<file path="src/rtl/hzc_pkg.sv">
package hzc_pkg;
  typedef enum logic {
    OPND_RF = 1'b0,
    OPND_WB = 1'b1
  } opnd_sel_e;
endpackage

</file>
<file path="src/rtl/hzc_fwd_unit.sv">
module hzc_fwd_unit
  import hzc_pkg::*;
#(
  parameter int REG_AW = 5,
  parameter int NSRC   = 2
) (
  input  logic [NSRC-1:0][REG_AW-1:0] src_reg,
  input  logic [REG_AW-1:0]           wb_dst,
  input  logic                        wb_wr,
  output logic [NSRC-1:0]             sel
);
  localparam logic [REG_AW-1:0] ZERO_REG = '0;

  logic wb_live;
  assign wb_live = wb_wr && (wb_dst != ZERO_REG);

  for (genvar i = 0; i < NSRC; i++) begin : g_src
    opnd_sel_e s;
    always_comb begin
      s = OPND_RF;
      if (wb_live && (src_reg[i] == wb_dst)) s = OPND_WB;
    end
    assign sel[i] = s;
  end
endmodule

</file>
<file path="src/rtl/hzc_loaduse_unit.sv">
module hzc_loaduse_unit #(
  parameter int REG_AW = 5,
  parameter int NSRC   = 2
) (
  input  logic [NSRC-1:0][REG_AW-1:0] dec_src,
  input  logic [REG_AW-1:0]           ld_dst,
  input  logic                        ld_active,
  output logic                        hit
);
  localparam logic [REG_AW-1:0] ZERO_REG = '0;

  logic [NSRC-1:0] match;
  for (genvar i = 0; i < NSRC; i++) begin : g_cmp
    assign match[i] = (dec_src[i] == ld_dst);
  end

  assign hit = ld_active && (ld_dst != ZERO_REG) && (|match);
endmodule

</file>
<file path="src/rtl/hzc_flush_unit.sv">
module hzc_flush_unit #(
  parameter int FLUSH_CYCLES = 2
) (
  input  logic clk,
  input  logic rst,
  input  logic redirect,
  output logic squash
);
  localparam int CW = $clog2(FLUSH_CYCLES) + 1;
  localparam logic [CW-1:0] RELOAD = CW'(FLUSH_CYCLES - 1);

  logic [CW-1:0] left_q;

  always_ff @(posedge clk) begin
    if (rst) begin
      left_q <= '0;
    end else if (redirect) begin
      left_q <= RELOAD;
    end else if (left_q != '0) begin
      left_q <= left_q - 1'b1;
    end
  end

  assign squash = redirect || (left_q != '0);
endmodule

</file>
<file path="src/rtl/pipe_hazard_ctrl.sv">
module pipe_hazard_ctrl #(
  parameter int REG_AW       = 5,
  parameter int FLUSH_CYCLES = 2
) (
  input  logic              clk,
  input  logic              rst,
  input  logic [REG_AW-1:0] ex_rs,
  input  logic [REG_AW-1:0] ex_rt,
  input  logic [REG_AW-1:0] wb_rd,
  input  logic              wb_we,
  input  logic [REG_AW-1:0] id_rs,
  input  logic [REG_AW-1:0] id_rt,
  input  logic [REG_AW-1:0] ex_rd,
  input  logic              ex_memread,
  input  logic              ex_taken,
  input  logic              ex_jump,
  output logic              fwd_a,
  output logic              fwd_b,
  output logic              pc_we,
  output logic              ifid_we,
  output logic              idex_zero
);
  localparam int NSRC = 2;

  logic [NSRC-1:0][REG_AW-1:0] ex_src;
  logic [NSRC-1:0][REG_AW-1:0] id_src;
  logic [NSRC-1:0]             sel;
  logic                        lu_hit;
  logic                        squash;

  assign ex_src = {ex_rt, ex_rs};
  assign id_src = {id_rt, id_rs};

  hzc_fwd_unit #(.REG_AW(REG_AW), .NSRC(NSRC)) u_fwd (
    .src_reg (ex_src),
    .wb_dst  (wb_rd),
    .wb_wr   (wb_we),
    .sel     (sel)
  );

  hzc_loaduse_unit #(.REG_AW(REG_AW), .NSRC(NSRC)) u_lu (
    .dec_src   (id_src),
    .ld_dst    (ex_rd),
    .ld_active (ex_memread),
    .hit       (lu_hit)
  );

  hzc_flush_unit #(.FLUSH_CYCLES(FLUSH_CYCLES)) u_fl (
    .clk      (clk),
    .rst      (rst),
    .redirect (ex_taken || ex_jump),
    .squash   (squash)
  );

  logic hold;
  assign hold = lu_hit && !squash;

  assign fwd_a     = sel[0];
  assign fwd_b     = sel[1];
  assign pc_we     = !hold;
  assign ifid_we   = !hold;
  assign idex_zero = squash || hold;
endmodule

</file>
<file path="config.mk">
export PLATFORM = sky130hd
export DESIGN_NAME = pipe_hazard_ctrl
export DESIGN_NICKNAME = d
export VERILOG_FILES = /design/src/rtl/hzc_pkg.sv /design/src/rtl/hzc_fwd_unit.sv /design/src/rtl/hzc_loaduse_unit.sv /design/src/rtl/hzc_flush_unit.sv /design/src/rtl/pipe_hazard_ctrl.sv
export SDC_FILE = /design/constraint.sdc
export NUM_CORES = 1
export LEC_CHECK = 0
export ABC_AREA = 1
export ABC_CLOCK_PERIOD_IN_PS = 1300
export BUFFER_PORTS_ARGS = -buffer_cell sky130_fd_sc_hd__buf_2
export CORE_AREA = 2 2 39 41
export CTS_BUF_LIST = sky130_fd_sc_hd__clkbuf_8
export DETAILED_ROUTE_END_ITERATION = 12
export DIE_AREA = 0 0 41 43
export PLACE_DENSITY_LB_ADDON = 0.3
export REMOVE_ABC_BUFFERS = 1
export SLEW_MARGIN = 20
export SYNTH_ARGS = -nofsm -noshare
export SYNTH_HDL_FRONTEND = slang
export SYNTH_SLANG_ARGS = --single-unit
</file>
<file path="constraint.sdc">
create_clock -name clk -period 1.3 [get_ports clk]
set_clock_uncertainty 0.15 [all_clocks]
set_input_delay 0.13 -clock clk [delete_from_list [all_inputs] [get_ports clk]]
set_output_delay 0.13 -clock clk [all_outputs]
set_load 0.005 [all_outputs]
</file>
==> reports/results.txt <==
RSZ-0062 raised after global routing -> yes
Hold Crit Class -> in -> reg
footprint of the multi-input gates -> 362 sq um
Core Area -> 1380 sq um
Final Non-Filler Cells -> 148
commonest non-fill, non-tap cells in the layout -> 40 x buf_2, 29 x nand2_1, 15 x inv_1
Post-DP HPWL -> 1000 um
CP max stage cell -> dfxtp_1
routed metal-1 wirelength -> 437 um
Ys Warns -> 0
post-synth top area cell -> nand2_1
crit path DAT -> 1.06 ns
met2 wire length -> 692 um
post-synth top area share -> 0.239
Slowest Stage Delay on Critical Path -> 0.30 ns
GRT Total Usage -> 0.148
CTS H-tree depth -> 1
Top reg by flops -> u_fl.left_q
CTS tree -> done
Sink Count -> 2
Die Wd -> 41 um
main area contributors after synthesis -> nand2_1 24%, xnor2_1 19%, inv_1 15%
detailed-route DRC error count -> 0
r2r endpoint -> u_fl.left_q[1]$_SDFFE_PP0P_
final wirelength -> 1230 um
met3 wire length -> 100 um
first-pass GRT wire length -> 1790 um
CP Depth -> 6
clock-pin slew on the worst setup and hold paths -> 0.03 ns
die height -> 43 um
Syn Inst Count -> 87
final setup vio count -> 2
GP Congestion -> 0.598
failing checks -> setup timing
PwrDens -> 660 nW/um^2
synthesized area -> 455 sq um
period utilization -> 1.03
power consumption -> 0.504 mW
clk_lat worst skew -> 0.21 ns
most common cell after layout, fill and taps aside -> buf_2
placed cells -> 142
pre-CTS setup slack -> 0.0586 ns
Worst R2R Start -> u_fl.left_q[1]$_SDFFE_PP0P_
DR WL/cell -> 8.30 um
placed inst area -> 668 sq um
Via density -> 4.38
Crit. Startpoint -> u_fl.left_q[1]$_SDFFE_PP0P_
# fillers -> 147
register area -> 41.3 sq um
number of max-cap violations -> 0
final antenna-violating net count -> 0
Slew headroom -> 0.853
sequential fraction of the synthesis area -> 0.0879
routed via count -> 648
largest net degree at the start of global routing -> 5
post-layout util -> 0.552
Leak -> 0.449 nW
Setup Crit Path Kind -> reg -> out
CTS buffer count -> 3
Final Hold Fails -> 0
Clock Tree Buf Depth -> 2
Crit path required time -> 1.02 ns
layout cells sized above 1 -> 0.409
crit path max fanout -> 2
nets@finish -> 171
Worst Tran Pin Value -> 0.218 ns
ant diodes -> 0
Largest register FFs -> 2
Finished Cell Area -> 763 sq um
cells along the critical path -> inv_2, ha_4, inv_4, nor2_4, nand3_2, buf_2
1st-iter DRT viols -> 4
initial antenna violation count -> 0
CP Capture Type -> output port
DIE AREA -> 1760 sq um
WP buf/inv -> 3
area growth from synthesis to layout -> 67.6%
Overflow after GRT -> 0
hold slack -> 0.131 ns
biggest regs -> u_fl.left_q: 2 flops
Site Rows -> 14
min Tclk post-route -> 1.34 ns
R2R depth -> 7
vias in the first global route -> 585
post-synth cell types -> 14
Final Max Slew Viols -> 0
PortBufs -> 40
Largest delay share family, worst path -> flip-flops
Root Buffer -> clkbuf_8
crit path to -> pc_we
Mapped Avg Cell Area -> 5.23 sq um
worst setup margin -> -0.0388 ns
Fin Setup TNS -> -0.0743 ns
status -> finished with violations
Yosys reg bits -> 2
fmax -> 0.747 GHz
Reg2Reg Setup Slack -> 0.07 ns
drt pass-1 iters -> 4
Starting Density -> 0.329
io pins -> 41
Max rail drop VDD -> 0.438 mV
DR top layer -> met3
CP startpoint kind -> flop
## cell families after synthesis
kind of cell / Yosys count / synth area share
AND/OR/NAND/NOR: 48 / 0.429
flip-flops: 2 / 0.0879
adder cells (fa/ha/maj): 1 / 0.0275
buffers and inverters: 20 / 0.173
AO/OA/AOI/OAI: 4 / 0.0522
XOR/XNOR: 12 / 0.231
## worst min path at each step
stage | from | end | cells past startpoint
2_1_floorplan | rst | u_fl.left_q[1]$_SDFFE_PP0P_ | 1
3_3_place_gp | rst | u_fl.left_q[1]$_SDFFE_PP0P_ | 2
3_5_place_dp | rst | u_fl.left_q[1]$_SDFFE_PP0P_ | 2
4_1_cts | ex_taken | u_fl.left_q[1]$_SDFFE_PP0P_ | 4
5_1_grt | ex_jump | u_fl.left_q[1]$_SDFFE_PP0P_ | 4
6_report | ex_jump | u_fl.left_q[1]$_SDFFE_PP0P_ | 4
## metal layers
layer,vias up,track usage
li1,349,-
met1,268,0.111
met2,31,0.316
met3,0,0.0314
met4,0,0.0400
met5,-,0
## where the power goes
part	switching, mW	internal, mW	leakage, nW
logic	0.0939	0.104	0.411
clock network	0.0429	0.195	0.0216
registers	0.00197	0.0658	0.0166
## Yosys cell counts
cell type  number
inv_2           1
nor2_1         10
dfxtp_1         2
xor2_1          2
nand3_1         3
buf_4           1
nor3_1          3
nand4_1         3
o21ai_0         3
ha_1            1
xnor2_1        10
nand2_1        29
inv_1          18
a31o_2          1
## repair_timing
item,4_1_cts,5_1_grt
gates resized for setup,7,3
endpoints found under the hold margin,1,0
gates cloned,0,0
pin swaps,3,1
hold buffers,1,0
buffers inserted,2,0
endpoints found under the setup margin,3,4
## worst register-to-register path: cells and delay by family, from the launching register on
| family | cells | cell delay (ns) |
|---|---|---|
| and+or+nand+nor | 2 | 0.22 |
| adders and majority gates | 1 | 0.15 |
| AOI/OAI and AO/OA | 1 | 0.08 |
| DFF | 1 | 0.30 |
| buffers and inverters | 3 | 0.24 |
## cell type report
type	instances	area share
inverter	19	0.0967
clock buffer	3	0.0541
multi-input combinational	65	0.474
timing repair buffer	43	0.295
sequential	2	0.0541
tap	16	0.0262
Power figures use the tool's default switching activity.
